===== config.mk =====
export PLATFORM = sky130hd
export DESIGN_NAME = lwm_mapper
export DESIGN_NICKNAME = d
export VERILOG_FILES = /design/src/rtl/lwm_pkg.sv /design/src/rtl/lwm_decode.sv /design/src/rtl/lwm_ident.sv /design/src/rtl/lwm_mapper.sv
export SDC_FILE = /design/constraint.sdc
export NUM_CORES = 1
export LEC_CHECK = 0
export ABC_AREA = 1
export BUFFER_PORTS_ARGS = -buffer_cell sky130_fd_sc_hd__buf_2
export CAP_MARGIN = 20
export CELL_PAD_IN_SITES_DETAIL_PLACEMENT = 1
export CELL_PAD_IN_SITES_GLOBAL_PLACEMENT = 1
export CORE_MARGIN = 2
export CORE_UTILIZATION = 30
export CTS_CLUSTER_DIAMETER = 50
export DETAILED_ROUTE_END_ITERATION = 6
export GPL_TIMING_DRIVEN = 0
export HOLD_SLACK_MARGIN = 0.03
export MAX_ROUTING_LAYER = met4
export PLACE_DENSITY_LB_ADDON = 0.1
export SLEW_MARGIN = 20
export SYNTH_ARGS = -nofsm -noshare
export SYNTH_HDL_FRONTEND = slang
export SYNTH_SLANG_ARGS = --single-unit

===== constraint.sdc =====
create_clock -name clk -period 5.7 [get_ports clk]
set_input_delay 0.285 -clock clk [delete_from_list [all_inputs] [get_ports clk]]
set_output_delay 0.285 -clock clk [all_outputs]
set_load 0.005 [all_outputs]

===== src/rtl/lwm_pkg.sv =====
package lwm_pkg;
  typedef enum logic [1:0] {
    TGT_RAM   = 2'd0,
    TGT_ROM   = 2'd1,
    TGT_VIDEO = 2'd2,
    TGT_LOCAL = 2'd3
  } tgt_e;

  localparam int IDENT_COUNT = 11;

  // identification bytes, index 0 is the lowest address
  function automatic logic [7:0] ident_byte(input logic [3:0] idx);
    logic [7:0] b;
    case (idx)
      4'd0:  b = 8'h30;
      4'd1:  b = 8'h38;
      4'd2:  b = 8'h2F;
      4'd3:  b = 8'h31;
      4'd4:  b = 8'h34;
      4'd5:  b = 8'h2F;
      4'd6:  b = 8'h39;
      4'd7:  b = 8'h39;
      4'd9:  b = 8'hFC;
      default: b = 8'h00;
    endcase
    return b;
  endfunction
endpackage


===== src/rtl/lwm_decode.sv =====
module lwm_decode
  import lwm_pkg::*;
#(
  parameter int AW = 20,
  parameter logic [AW-1:0] ROM_BASE    = 20'hC0000,
  parameter logic [AW-1:0] SUSPECT_END = 20'hD0000,
  parameter logic [AW-1:0] VID_BASE    = 20'hA0000,
  parameter logic [AW-1:0] VID_LAST    = 20'hBFFFF,
  parameter logic [AW-1:0] ID_BASE     = 20'hFFFF5
) (
  input  logic [AW-1:0] addr,
  input  logic [AW-1:0] rom_limit,
  input  logic [AW:0]   ram_size,
  input  logic          vga_emu,
  output tgt_e          tgt,
  output logic [AW-1:0] offset,
  output logic          is_id,
  output logic          ovf
);
  logic in_video, absorb;

  assign in_video = (addr >= VID_BASE) && (addr <= VID_LAST);
  assign absorb   = vga_emu && in_video;

  always_comb begin
    tgt    = TGT_RAM;
    offset = addr;
    is_id  = 1'b0;
    ovf    = 1'b0;
    if (absorb) begin
      tgt    = TGT_LOCAL;
      offset = '0;
    end else if (addr >= ROM_BASE && addr <= rom_limit) begin
      tgt    = TGT_ROM;
      offset = addr - ROM_BASE;
    end else if (addr > rom_limit && addr < SUSPECT_END) begin
      offset = '0;
    end else if (in_video) begin
      tgt    = TGT_VIDEO;
      offset = addr - VID_BASE;
    end else if (addr >= ID_BASE) begin
      tgt    = TGT_LOCAL;
      offset = addr - ID_BASE;
      is_id  = 1'b1;
    end else if ({1'b0, addr} >= ram_size) begin
      offset = '0;
      ovf    = 1'b1;
    end
  end
endmodule


===== src/rtl/lwm_ident.sv =====
module lwm_ident
  import lwm_pkg::*;
#(
  parameter int AW = 20,
  parameter int DW = 32,
  parameter logic [AW-1:0] ID_BASE = 20'hFFFF5
) (
  input  logic [AW-1:0] addr,
  input  logic [1:0]    size,
  input  logic          en,
  output logic [DW-1:0] data
);
  localparam int NB = DW / 8;

  genvar i;
  generate
    for (i = 0; i < NB; i++) begin : g_lane
      logic [AW:0] lane_addr;
      logic [AW:0] lane_idx;
      logic        lane_on;
      assign lane_addr = {1'b0, addr} + (AW+1)'(i);
      assign lane_idx  = lane_addr - {1'b0, ID_BASE};
      assign lane_on   = en && (i < (1 << size)) && !lane_addr[AW]
                         && (lane_addr >= {1'b0, ID_BASE});
      assign data[8*i +: 8] = lane_on ? ident_byte(lane_idx[3:0]) : 8'h00;
    end
  endgenerate
endmodule


===== src/rtl/lwm_mapper.sv =====
module lwm_mapper
  import lwm_pkg::*;
#(
  parameter int AW = 20,
  parameter int DW = 32,
  parameter logic [AW-1:0] ROM_BASE    = 20'hC0000,
  parameter logic [AW-1:0] SUSPECT_END = 20'hD0000,
  parameter logic [AW-1:0] VID_BASE    = 20'hA0000,
  parameter logic [AW-1:0] VID_LAST    = 20'hBFFFF,
  parameter logic [AW-1:0] ID_BASE     = 20'hFFFF5
) (
  input  logic          clk,
  input  logic          rst,
  input  logic          req_valid,
  input  logic          req_write,
  input  logic [1:0]    req_size,
  input  logic [AW-1:0] req_addr,
  input  logic [DW-1:0] req_wdata,
  input  logic [AW-1:0] cfg_rom_limit,
  input  logic [AW:0]   cfg_ram_size,
  input  logic          cfg_vga_emu,
  output logic          rsp_valid,
  output logic [1:0]    rsp_tgt,
  output logic [AW-1:0] rsp_offset,
  output logic          rsp_we,
  output logic [1:0]    rsp_size,
  output logic [DW-1:0] rsp_wdata,
  output logic [DW-1:0] rsp_rdata,
  output logic          halt
);
  tgt_e          d_tgt;
  logic [AW-1:0] d_off;
  logic          d_id, d_ovf;
  logic [DW-1:0] d_ldata;

  lwm_decode #(
    .AW(AW), .ROM_BASE(ROM_BASE), .SUSPECT_END(SUSPECT_END),
    .VID_BASE(VID_BASE), .VID_LAST(VID_LAST), .ID_BASE(ID_BASE)
  ) u_decode (
    .addr(req_addr), .rom_limit(cfg_rom_limit), .ram_size(cfg_ram_size),
    .vga_emu(cfg_vga_emu), .tgt(d_tgt), .offset(d_off), .is_id(d_id), .ovf(d_ovf)
  );

  lwm_ident #(.AW(AW), .DW(DW), .ID_BASE(ID_BASE)) u_ident (
    .addr(req_addr), .size(req_size), .en(d_id), .data(d_ldata)
  );

  always_ff @(posedge clk) begin
    if (rst) begin
      rsp_valid  <= 1'b0;
      rsp_we     <= 1'b0;
      rsp_tgt    <= 2'd0;
      rsp_offset <= '0;
      rsp_size   <= 2'd0;
      rsp_wdata  <= '0;
      rsp_rdata  <= '0;
      halt       <= 1'b0;
    end else begin
      rsp_valid <= req_valid;
      rsp_we    <= req_valid && req_write && (d_tgt != TGT_LOCAL);
      if (req_valid) begin
        rsp_tgt    <= d_tgt;
        rsp_offset <= d_off;
        rsp_size   <= req_size;
        rsp_wdata  <= req_wdata;
        rsp_rdata  <= d_ldata;
        if (d_ovf) halt <= 1'b1;
      end
    end
  end

  AST_RSP_FOLLOWS_REQ: assert property (@(posedge clk) disable iff (rst)
    req_valid |=> rsp_valid);
  AST_NO_SPURIOUS_RSP: assert property (@(posedge clk) disable iff (rst)
    !req_valid |=> !rsp_valid);
  AST_HALT_STICKY: assert property (@(posedge clk) disable iff (rst)
    halt |=> halt);
  AST_HALT_CAUSE: assert property (@(posedge clk) disable iff (rst)
    $rose(halt) |-> $past(req_valid));
  AST_ABSORB_QUIET: assert property (@(posedge clk) disable iff (rst)
    $past(!rst && req_valid && cfg_vga_emu && req_addr >= VID_BASE && req_addr <= VID_LAST)
    |-> (rsp_rdata == '0 && !rsp_we && rsp_tgt == 2'd3));
  AST_ROM_MAP: assert property (@(posedge clk) disable iff (rst)
    $past(!rst && req_valid && !cfg_vga_emu && req_addr >= ROM_BASE && req_addr <= cfg_rom_limit)
    |-> (rsp_tgt == 2'd1 && rsp_offset == $past(req_addr) - ROM_BASE));
  AST_BYTE_LANES: assert property (@(posedge clk) disable iff (rst)
    (rsp_valid && rsp_size == 2'd0) |-> (rsp_rdata[DW-1:8] == '0));
  AST_LOCAL_NO_WRITE: assert property (@(posedge clk) disable iff (rst)
    $past(!rst && req_valid && req_addr >= ID_BASE && cfg_rom_limit < ID_BASE)
    |-> !rsp_we);
endmodule


# Word-level counts from Yosys, hierarchy flattened
# Memories as Yosys holds them, arrays and structs flattened.
# Index checks and enable logic that the tools add are counted.
dict set report classes {
  addsub 10
  magnitude_cmp 16
  n_eq_ne 1
  shift 1
  mux 26
  reduce_logical 21
}
# cell count
set ops {}
lappend ops {{20-bit 2-to-1 mux} 6}
lappend ops {{20-bit >= comparator (second input constant)} 4}
lappend ops {{3-bit by 32-bit less-than comparator with 1-bit output (first input constant)} 2}
lappend ops {{21-bit by 20-bit >= comparator with 1-bit output (second input constant)} 3}
lappend ops {{20-bit subtractor (second input constant)} 3}
lappend ops {{20-bit by 2-bit adder with 21-bit output (second input constant)} 2}
lappend ops {{1-bit by 32-bit less-than comparator with 1-bit output (first input constant)} 1}
lappend ops {{2-bit by 32-bit less-than comparator with 1-bit output (first input constant)} 1}
lappend ops {{8-bit 2-to-1 mux} 4}
lappend ops {{1-bit by 2-bit left shift with 32-bit output (first input constant)} 1}
lappend ops {{20-bit by 1-bit adder with 21-bit output (second input constant)} 1}
lappend ops {{20-bit by 21-bit >= comparator with 1-bit output} 1}
lappend ops {{20-bit > comparator} 1}
lappend ops {{20-bit <= comparator} 1}
lappend ops {{20-bit <= comparator (second input constant)} 1}
lappend ops {{20-bit less-than comparator (second input constant)} 1}
lappend ops {{1-bit logical AND} 17}
lappend ops {{4-bit by 3-bit subtractor with 4-bit output (second input constant)} 4}
lappend ops {{1-bit 2-to-1 mux} 11}
lappend ops {{2-bit 2-to-1 mux} 5}
lappend ops {{1-bit zero test} 3}
lappend ops {{2-bit != test (second input constant)} 1}
lappend ops {{2-bit AND reduction} 1}
dict set report totals {
  reg_bits 91
  mem_bits_ro 512
  in_bits 100
  output_inout_bits 91
  wordCells 87
  memories 4
}
# name words word_bits read_ports rd_ports_with_merged_regs wr line
set mem_list {}
lappend mem_list {{(no name shown)} 16 8 1 0 0 lwm_pkg.sv:14} ;# case (idx)
lappend mem_list {{(no name shown)} 16 8 1 0 0 lwm_pkg.sv:14}
lappend mem_list {{(no name shown)} 16 8 1 0 0 lwm_pkg.sv:14}
lappend mem_list {{(no name shown)} 16 8 1 0 0 lwm_pkg.sv:14}

# Longest topological paths before layout
# Gate-level depths: netlist of run 1.
dict set report logic_depth {
  ltp_word 10
  depth_mapped 18
  mapped_depth_nobuf 17
}

# Hierarchy
# From an unflattened synthesis of run 1, not the netlist that was laid out.
dict set report unflattened {
  hier_cells 1428
  area_unflattened_um2 7976.4
}
# module n_inst cells_per_inst area_per_inst_um2 seq_area_each_um2
set by_module_without_submodules {}
lappend by_module_without_submodules {lwm_mapper 1 570 3711.1 1821.7}
lappend by_module_without_submodules {lwm_decode 1 426 2223.4 0.0}
lappend by_module_without_submodules {lwm_ident 1 432 2042.0 0.0}

# Worst setup path after synthesis of run 1
# No wires, ideal clock.
dict set report synth_timing {
  kind {input-to-reg}
  start {input req_addr[0]}
  end {register rsp_rdata[26]}
  setup_ps 59
  arrival_time_ps 2013
  t_required_ps 5641
  setup_slack_ps 3629
  cell_stages 14
  n_path_buf 2
  path_cell_list {buf_2 -> inv_1 -> ha_1 -> inv_1 -> nor2_1 -> nor2_2 -> buf_4 -> nand2_1 -> nand2_1 -> inv_2 -> nand2_1 -> a21oi_1 -> nand3_1 -> nand2_1}
}
dict set report synth_between {
  elab_chain_len 10
  elab_cells_between_ends 25
  classes_between {add/sub: 2; order compare: 8; mux: 6; reduce/logical: 8; memory: 1}
}
# element line
set synth_rtl {}
lappend synth_rtl {{start: declaration} lwm_mapper.sv:17} ;# input logic [AW-1:0] req_addr,
lappend synth_rtl {{parallel branches: the longest is 9 deep, another holds 20-bit by 2-bit adder with 21-bit output} n/a}
lappend synth_rtl {{8-bit 2-to-1 mux (*)} lwm_ident.sv:25} ;# assign data[8*i +: 8] = lane_on ? ident_byte(lane_idx[3:0]) : 8'h00;
lappend synth_rtl {{end signal: assignment} lwm_mapper.sv:66} ;# rsp_rdata <= d_ldata;
lappend synth_rtl {{end: declaration} lwm_mapper.sv:28} ;# output logic [DW-1:0] rsp_rdata,
# Every way passes the cells marked *.
# A chain may end at the register's enable or synchronous reset.

# Final worst setup path of run 1
dict set report layout_timing {
  start {input req_addr[0]}
  end {register rsp_offset[3]}
}
dict set report layout_between {
  elab_chain_len 7
  elab_cells_between_ends 21
  classes_between {add/sub: 3; order compare: 8; mux: 6; reduce/logical: 4}
}
# element line
set layout_rtl {}
lappend layout_rtl {{20-bit by 21-bit >= comparator with 1-bit output} lwm_decode.sv:45} ;# end else if ({1'b0, addr} >= ram_size) begin
lappend layout_rtl {{20-bit 2-to-1 mux} lwm_decode.sv:45}
lappend layout_rtl {{20-bit 2-to-1 mux} lwm_decode.sv:41} ;# end else if (addr >= ID_BASE) begin
lappend layout_rtl {{20-bit 2-to-1 mux} lwm_decode.sv:38} ;# end else if (in_video) begin
lappend layout_rtl {{20-bit 2-to-1 mux} lwm_decode.sv:36} ;# end else if (addr > rom_limit && addr < SUSPECT_END) begin
lappend layout_rtl {{20-bit 2-to-1 mux} lwm_decode.sv:33} ;# end else if (addr >= ROM_BASE && addr <= rom_limit) begin
lappend layout_rtl {{20-bit 2-to-1 mux (*)} lwm_decode.sv:30} ;# if (absorb) begin
lappend layout_rtl {{end signal: assignment} lwm_mapper.sv:63} ;# rsp_offset <= d_off;
lappend layout_rtl {{end: declaration} lwm_mapper.sv:24} ;# output logic [AW-1:0] rsp_offset,
# Every way passes the cells marked *; elsewhere a longest branch is shown, timed or not.

==> impl_metrics.tcl, run 1 <==
set metrics [dict create \
    fin_skew_ns 0 \
    synth_ff_type "dfxtp_1" \
    cts_buffer_depth 2 \
    synth_nets 1212 \
    dp.cells 1528 \
    dp_hpwl_um 21900 \
    cp_max_fo 12 \
    ant_nets 0 \
    yosysTopAreaCellShare 0.255 \
    async_reset_ff_frac 0 \
    cts-root-buf "clkbuf_16" \
    endpoint_kind "flip-flop" \
    cts-htree-levels 3 \
    tns_ns 0 \
    seq_area_um2 1740 \
    groute.usage.overall 0.229 \
    first_pass_iters 5 \
    path_class "primary input to flip-flop" \
    outcome "finished, final reports clean" \
    finalMaxSlewViolations 0 \
    synth_cells 1055 \
    finalNonFillerCells 1544 \
    antenna_cells 0 \
    synth_seq_cells 87 \
    via_per_inst 4.85 \
    mostFrequentLayoutCells "nand2_1 (312), buf_2 (197), inv_1 (136)" \
    final_util 0.374 \
    pre_cts_ws_ns 2.72 \
    final_hold_viol_count 0 \
    ios 191 \
    cts_inserted_buffers 9 \
    dr_total_vias 7485 \
    area_growth_pct 23.1 \
    placementRows 55 \
    synth_warnings 0 \
    yosysSeqAreaShare 0.255 \
    worstPathArrival_ns 2.94 \
    drt_iter0_drc 304 \
    grt_antenna_before_repair 0 \
    die_h_um 155 \
    holdCritPathClass "primary input to flip-flop" \
    wirelength_um 26500 \
    grt.overflow.total 0 \
    fin_crit_ns 2.69 \
    cts_tree "yes" \
    leakagePower_nw 4.56 \
    synth_cell_types 41 \
    grt_pass1_wl_um 40900 \
    n_fill_cell 3033 \
    syn_area_um2 6840 \
    nets 1411 \
    ir_drop_mv 0.140 \
    post_cts_resized 0 \
    drive_gt1_frac 0.237 \
    fin_crit_sh 0.471 \
    ctsHoldBuffers 0 \
    port_buffers 188 \
    power_density_nw_per_um2 190 \
    grt_pass1_vias 7282 \
    grt_max_degree 17 \
    start_kind "primary input" \
    netlist_top_cells_area "dfxtp_1 (25%), nand2_1 (17%), ha_1 (10%)" \
    relSlewSlack 0.601 \
    core_um2 22500 \
    cap_violations 0 \
    totalPowerFinal_mw 1.60 \
    cts_sinks 87 \
    routabilityCongestion 0.941 \
    fin_ws_ns 3.01 \
    clock_latency_ns 0.34 \
    timing.fmax_mhz 372 \
    setup_viol 0 \
    start_util 0.304 \
    yosysTopAreaCell "dfxtp_1" \
    multiInputGateArea_um2 4370 \
    final_common_cell "nand2_1" \
    drc 0 \
    worst-slew-pin-transition_ns 0.596 \
    clkTransAtPathRegs_ns 0.07 \
    synth_edf_count 0 \
    floorplan.die.width_um 155 \
    rsz0062_at_grt "no" \
    cts_setup_buffers 0 \
    die_area_um2 24000 \
    routedWlPerCell_um 17.2 \
    required_ns 5.95 \
    synth_area_per_cell_um2 6.48 \
]
-- cells by family after synthesis --
group / Yosys count / share of synthesized area
compound gates: 142 / 0.131
xor+xnor: 12 / 0.0154
fa+ha+maj: 57 / 0.104
buf+inv: 177 / 0.105
flops: 87 / 0.255
simple gates: 580 / 0.389
-- layer usage --
metal | GRT usage | wire [um]
met1 | 0.298 | 12300
met2 | 0.377 | 12500
met3 | 0.0259 | 1160
met4 | 0.0591 | 546
met5 | - | 0
-- flip-flops by register name (all words and copies together) (netlist names) --
signal and count:
rsp_valid 1, rsp_size 2, rsp_tgt 2, rsp_wdata 32
rsp_we 1, halt 1, rsp_rdata 28, rsp_offset 20
-- final cells by class --
class	count	area share
multi-input combinational	791	0.520
timing repair buffer	188	0.112
inverter	146	0.0654
clock inverter	6	0.00625
sequential	87	0.207
clock buffer	10	0.0272
tap	285	0.0424
buffer	31	0.0201
-- final timing paths --
check                                   start             to  slack, ns  depth (start not counted)
worst max-delay path              req_addr[0]  rsp_offset[3]       3.01                         15
worst min-delay path            req_wdata[23]  rsp_wdata[23]       0.14                          2
worst max register to register     rsp_tgt[1]     rsp_tgt[1]       5.00                          2
worst min register to register  rsp_rdata[20]  rsp_rdata[20]       0.45                          2
-- through the flow --
step	instance area [um2]	hold WS (ns)
after detailed placement	8130	0.436
after global placement	8130	0.434
final	8410	0.143
after global routing	8410	0.133
after CTS	8410	0.130
after floorplan	6840	0.410
-- worst max-delay path, stage by stage --
cell     delay [ns]
buf_2          0.14
buf_2          0.19
inv_1          0.46
ha_1           0.32
nor2_2         0.09
nor2_1         0.47
inv_1          0.16
nand3_1        0.12
nand2_1        0.10
nor2_1         0.22
nand3_1        0.12
nand2_2        0.10
nor2_2         0.04
nand2_1        0.08
nand2_1        0.05
-- power breakdown --
| group | switching (mW) | internal, mW |
|---|---|---|
| combinational | 0.263 | 0.138 |
| sequential | 0.0114 | 0.632 |
| clock | 0.256 | 0.301 |
| total | 0.530 | 1.07 |
-- Yosys cell counts, types with 11 or more instances --
library cell  count
ha_1             57
clkbuf_1         12
o21ai_0          44
nand2_1         312
nand4_1          20
dfxtp_1          87
nor2_4           11
inv_1           136
a21oi_1          38
nand2_2          21
nor2_1           96
nand3_1          79
nor2_2           16
a22o_1           33
No activity file was read; power rests on OpenSTA's default activity.
==> inputs of run 2 (changes only) <==
==> constraint.sdc (replaced) <==
create_clock -name clk -period 2.6 [get_ports clk]
set_input_delay 0.13 -clock clk [delete_from_list [all_inputs] [get_ports clk]]
set_output_delay 0.13 -clock clk [all_outputs]
set_load 0.005 [all_outputs]
==> run 2 against run 1 <==
- core utilization up 1.7 points
- combinational power up 130%
- sequential share of layout area down 0.90 points
- routed wire length up 2.7%
- first-iteration DRC count is 13% higher
==> impl_metrics.tcl, run 2 (synthesized netlist as in run 1, its figures left out) <==
set metrics [dict create \
    start_util 0.304 \
    drc 0 \
    fin_crit_sh 0.918 \
    grt_pass1_wl_um 42100 \
    cp_max_fo 8 \
    worstPathArrival_ns 2.68 \
    groute.usage.overall 0.234 \
    totalPowerFinal_mw 3.58 \
    cts_inserted_buffers 9 \
    ir_drop_mv 0.309 \
    grt_antenna_before_repair 0 \
    leakagePower_nw 4.72 \
    endpoint_kind "flip-flop" \
    dp.cells 1528 \
    multiInputGateArea_um2 4380 \
    core_um2 22500 \
    drive_gt1_frac 0.234 \
    cts_buffer_depth 2 \
    path_class "primary input to flip-flop" \
    endpoint "rsp_rdata[17]" \
    grt_max_degree 17 \
    via_per_inst 4.86 \
    ant_nets 0 \
    cts-root-buf "clkbuf_16" \
    die_h_um 155 \
    first_pass_iters 5 \
    relSlewSlack 0.601 \
    final_common_cell "nand2_1" \
    power_density_nw_per_um2 407 \
    placementRows 55 \
    seq_area_um2 1740 \
    tns_ns 0 \
    largest_reg_flops 32 \
    reg2reg_to "rsp_tgt[1]" \
    die_area_um2 24000 \
    regToRegStartpoint "rsp_tgt[1]" \
    final_hold_viol_count 0 \
    rsz0062_at_grt "no" \
    outcome "finished, final reports clean" \
    routedWlPerCell_um 17.2 \
    r2r_setup_slack_ns 1.91 \
    top_register "rsp_wdata" \
    cts_sinks 87 \
    required_ns 2.89 \
    ios 191 \
    finalMaxSlewViolations 0 \
    stdcell_area_um2 8800 \
    wirelength_um 27200 \
    finalNonFillerCells 1582 \
    grt_pass1_vias 7549 \
    timing.fmax_mhz 419 \
    crit_start "req_addr[0]" \
    nets 1449 \
    floorplan.die.width_um 155 \
    clock_latency_ns 0.35 \
    top_regs "rsp_wdata (32), rsp_rdata (28), rsp_offset (20)" \
    setup_viol 0 \
    port_buffers 188 \
    antenna_cells 0 \
    holdCritPathClass "primary input to flip-flop" \
    area_growth_pct 28.7 \
    n_fill_cell 3014 \
    routabilityCongestion 0.941 \
    drt_iter0_drc 345 \
    grt.overflow.total 0 \
    start_kind "primary input" \
    cap_violations 0 \
    reg2regPathDepth 2 \
    clkTransAtPathRegs_ns 0.06 \
    cts-htree-levels 3 \
    worst-slew-pin-transition_ns 0.596 \
    dr_total_vias 7693 \
    fin_crit_ns 2.39 \
    place_area_um2 8130 \
    cts_tree "yes" \
    fin_skew_ns 0 \
    mostFrequentLayoutCells "nand2_1 (312), buf_2 (197), inv_1 (135)" \
    dp_hpwl_um 21900 \
]
run 2: layer usage:
layer | wire length, um | track usage | vias up
met5 | 0 | - | -
met4 | 630 | 0.0622 | 0
met3 | 1040 | 0.0253 | 32
met2 | 12900 | 0.392 | 181
met1 | 12600 | 0.302 | 3605
li1 | - | - | 3875
run 2: final cells by class:
cell class	instances	share of cell area
clock inverters	6	0.00597
well taps	285	0.0405
multi-input cells	791	0.498
repair buffers	226	0.149
plain buffers	31	0.0192
flip-flops and latches	87	0.198
inverters	146	0.0630
clock buffers	10	0.0260
run 2: how the worst min path moves through the flow:
stage / depth (start not counted) / slack [ns] / to / startpoint
3_3_place_gp: 2 / 0.34 / rsp_wdata[15] / req_wdata[15]
3_5_place_dp: 2 / 0.34 / rsp_wdata[30] / req_wdata[30]
4_1_cts: 3 / 0.08 / rsp_size[1] / req_size[1]
2_1_floorplan: 1 / 0.26 / rsp_size[0] / req_size[0]
6_report: 3 / 0.10 / rsp_size[1] / req_size[1]
5_1_grt: 3 / 0.13 / rsp_size[1] / req_size[1]
run 2: per-stage QoR:
stage | hold WS [ns] | utilization | setup slack (ns)
floorplan | 0.255 | - | 0.684
detailed placement | 0.345 | 0.361 | -0.226
global route | 0.128 | 0.391 | 0.0129
global placement | 0.340 | 0.361 | -0.197
CTS | 0.0839 | 0.389 | 0.139
finish | 0.101 | 0.391 | 0.213
run 2: report_power, final:
group          switching, mW  total (mW)  internal, mW
Clock                  0.573        1.23         0.661
Combinational          0.591       0.933         0.342
Sequential            0.0255        1.41          1.39
run 2: worst max-delay path: stages:
cell and delay [ns]:
buf_2 0.14, buf_2 0.26, clkinvlp_4 0.28, ha_1 0.34, nor2_2 0.21, nor2_1 0.19, nor2_4 0.15, nand2_2 0.07
nand2_4 0.11, inv_4 0.06, nor2_8 0.17, nand3_4 0.14, nor2_4 0.20, nand3_1 0.12, nand2_1 0.08
run 2: repair_timing:
action                                 CTS  global route
gates resized for setup                  0             3
endpoints found under the hold margin   34             0
buffers inserted                         0             4
hold buffers                            34             0
setup endpoints to repair                0            23
==> inputs of run 3 (changes only) <==
--- a/config.mk
+++ b/config.mk
@@ -21,4 +21,5 @@
 export SLEW_MARGIN = 20
 export SYNTH_ARGS = -nofsm -noshare
 export SYNTH_HDL_FRONTEND = slang
+export SYNTH_HIERARCHICAL = 1
 export SYNTH_SLANG_ARGS = --single-unit
==> run 3 against run 2 <==
- combinational power is 44% higher
- die area is 16% higher
- core utilization is 2.0 points higher
==> impl_metrics.tcl, run 3 <==
set metrics [dict create \
    cap_violations 0 \
    fin_skew_ns 0 \
    port_buffers 189 \
    cts_sinks 91 \
    drt_iter0_drc 338 \
    power_density_nw_per_um2 390 \
    groute.usage.overall 0.217 \
    path_class "primary input to flip-flop" \
    synth_ff_type "dfxtp_1" \
    final_util 0.411 \
    rsz0062_at_grt "yes" \
    fin_crit_sh 0.986 \
    grt_pass1_vias 9180 \
    ios 191 \
    drive_gt1_frac 0.226 \
    dp.cells 1952 \
    fin_hold_ws_ns 0.0585 \
    start_util 0.306 \
    floorplan.die.width_um 167 \
    core_um2 26100 \
    grt_pass1_wl_um 47300 \
    netlist_top_cells_area "dfxtp_1 (23%), nand2_1 (22%), nor2_1 (15%)" \
    clock_latency_ns 0.34 \
    routabilityCongestion 0.888 \
    leakagePower_nw 5.90 \
    worst-slew-pin-transition_ns 0.626 \
    ys_top_cells_by_count "nand2_1 (458), nor2_1 (311), inv_1 (239)" \
    setup_viol 0 \
    reg2reg_to "rsp_offset[2]" \
    grt_antenna_before_repair 1 \
    dr_total_vias 9328 \
    finalMaxSlewViolations 0 \
    cts-htree-levels 3 \
    use_met3 0.0252 \
    grt_max_degree 20 \
    synth_cell_types 36 \
    min_from "req_wdata[10]" \
    dp_hpwl_um 23100 \
    stdcell_area_um2 10700 \
    whs_endpoint "rsp_wdata[10]" \
    finalNonFillerCells 2001 \
    hold-path-cell-count 5 \
    synth_cells 1428 \
    routedWlPerCell_um 15.3 \
    synth_seq_cells 91 \
    final_hold_viol_count 0 \
    holdCritPathClass "primary input to flip-flop" \
    drc 0 \
    outcome "finished, final reports clean" \
    yosysTopAreaCell "dfxtp_1" \
    yosysSeqAreaShare 0.228 \
    synth_nets 1589 \
    cts_tree "yes" \
    clkTransAtPathRegs_ns 0.08 \
    ant_nets 0 \
    area_growth_pct 34.4 \
    top_usage_layer "met2" \
    endpoint_kind "flip-flop" \
    cts-root-buf "clkbuf_16" \
    nets 1821 \
    grtUsageMet2 0.389 \
    placementRows 59 \
    ir_drop_mv 0.297 \
    required_ns 2.89 \
    synth_area_per_cell_um2 5.59 \
    reg2regPathDepth 2 \
    fin_crit_ns 2.56 \
    worstPathArrival_ns 2.85 \
    die_h_um 167 \
    yosysTopAreaCellShare 0.228 \
    grt.overflow.total 0 \
    final_common_cell "nand2_1" \
    die_area_um2 27900 \
    mostFrequentLayoutCells "nand2_1 (446), nor2_1 (295), inv_1 (225)" \
    first_pass_iters 5 \
    syn_area_um2 7980 \
    top_regs "rsp_rdata (32), rsp_wdata (32), rsp_offset (20)" \
    grtUsageMet1 0.258 \
    synth_edf_count 0 \
    tns_ns 0 \
    place_area_um2 9340 \
    start_kind "primary input" \
    relSlewSlack 0.580 \
    regToRegStartpoint "rsp_offset[2]" \
    synth_warnings 6 \
    cts_buffer_depth 2 \
    async_reset_ff_frac 0 \
    wirelength_um 30600 \
    cp_max_fo 6 \
    cts_inserted_buffers 9 \
    synth_most_common_cell "nand2_1" \
    r2r_setup_slack_ns 2.03 \
    timing.fmax_mhz 390 \
    via_per_inst 4.66 \
]
[run 3: area by class of cell]
| cell class | instances | area (um2) |
|---|---|---|
| fill | 3615 | 15300 |
| multi-input combinational | 1053 | 5420 |
| sequential | 91 | 1820 |
| timing repair buffer | 222 | 1560 |
| inverter | 245 | 928 |
| tap | 335 | 419 |
| buffer | 38 | 264 |
| clock buffer | 9 | 225 |
| clock inverter | 7 | 81.3 |
| antenna | 1 | 2.50 |
[run 3: metrics by stage]
step | setup slack, ns | power [mW]
2_1_floorplan | 0.0925 | 2.25
3_3_place_gp | -1.11 | 2.69
3_5_place_dp | -1.16 | 2.71
4_1_cts | 0.000175 | 4.16
5_1_grt | -0.181 | 4.46
6_report | 0.0372 | 4.18
[run 3: cells by family (layout without fill, tap and decap cells)]
logic type,after synthesis,after routing,synth area share
xor+xnor,11,11,0.0140
flops,91,91,0.228
simple gates,904,904,0.459
compound gates,77,77,0.0536
fa+ha+maj,61,61,0.0957
buf+inv,284,521,0.149
other cells,0,1,0
[run 3: worst max-delay path by stage]
stage	endpoint	start
floorplan	rsp_rdata[15]	cfg_rom_limit[19]
global placement	rsp_rdata[31]	req_addr[17]
detailed placement	rsp_rdata[31]	req_addr[0]
CTS	rsp_rdata[28]	req_addr[7]
global route	rsp_rdata[26]	req_addr[4]
finish	rsp_rdata[28]	req_addr[0]
[run 3: where the power goes]
part           internal, mW  total (mW)  switching, mW
sequential             1.48        1.52         0.0406
combinational         0.539        1.34          0.799
clock                 0.684        1.32          0.639
total                  2.70        4.18           1.48
[run 3: worst max-delay path: stages]
cell	delay, ns
buf_16	0.11
clkinvlp_4	0.17
ha_4	0.20
nor2_2	0.09
nor2_1	0.05
o21ai_1	0.15
nand2_1	0.09
nand3_2	0.11
nand2_2	0.08
nand2_4	0.08
nand2_4	0.06
inv_6	0.07
nand2_4	0.05
o21bai_4	0.17
nor2_2	0.08
nand3_1	0.07
nor2_1	0.09
nand2_1	0.10
nor2_2	0.20
nand4_1	0.26
nor2_1	0.17
inv_1	0.06
nand2_1	0.05
nand2_1	0.05
nor2_1	0.09
[run 3: per-layer routing]
metal / share of wire / wire length (um) / vias up
met2: 0.50 / 15300 / 179
met3: 0.033 / 996 / 38
met1: 0.45 / 13700 / 4328
met4: 0.020 / 626 / 0
li1: - / - / 4783
met5: 0 / 0 / -
[run 3: timing repair]
action	CTS	global route
hold buffers	2	0
hold endpoints to repair	2	0
gates cloned	0	1
setup endpoints to repair	32	24
resized for setup	123	52
pin swaps	26	45
setup buffers	14	16
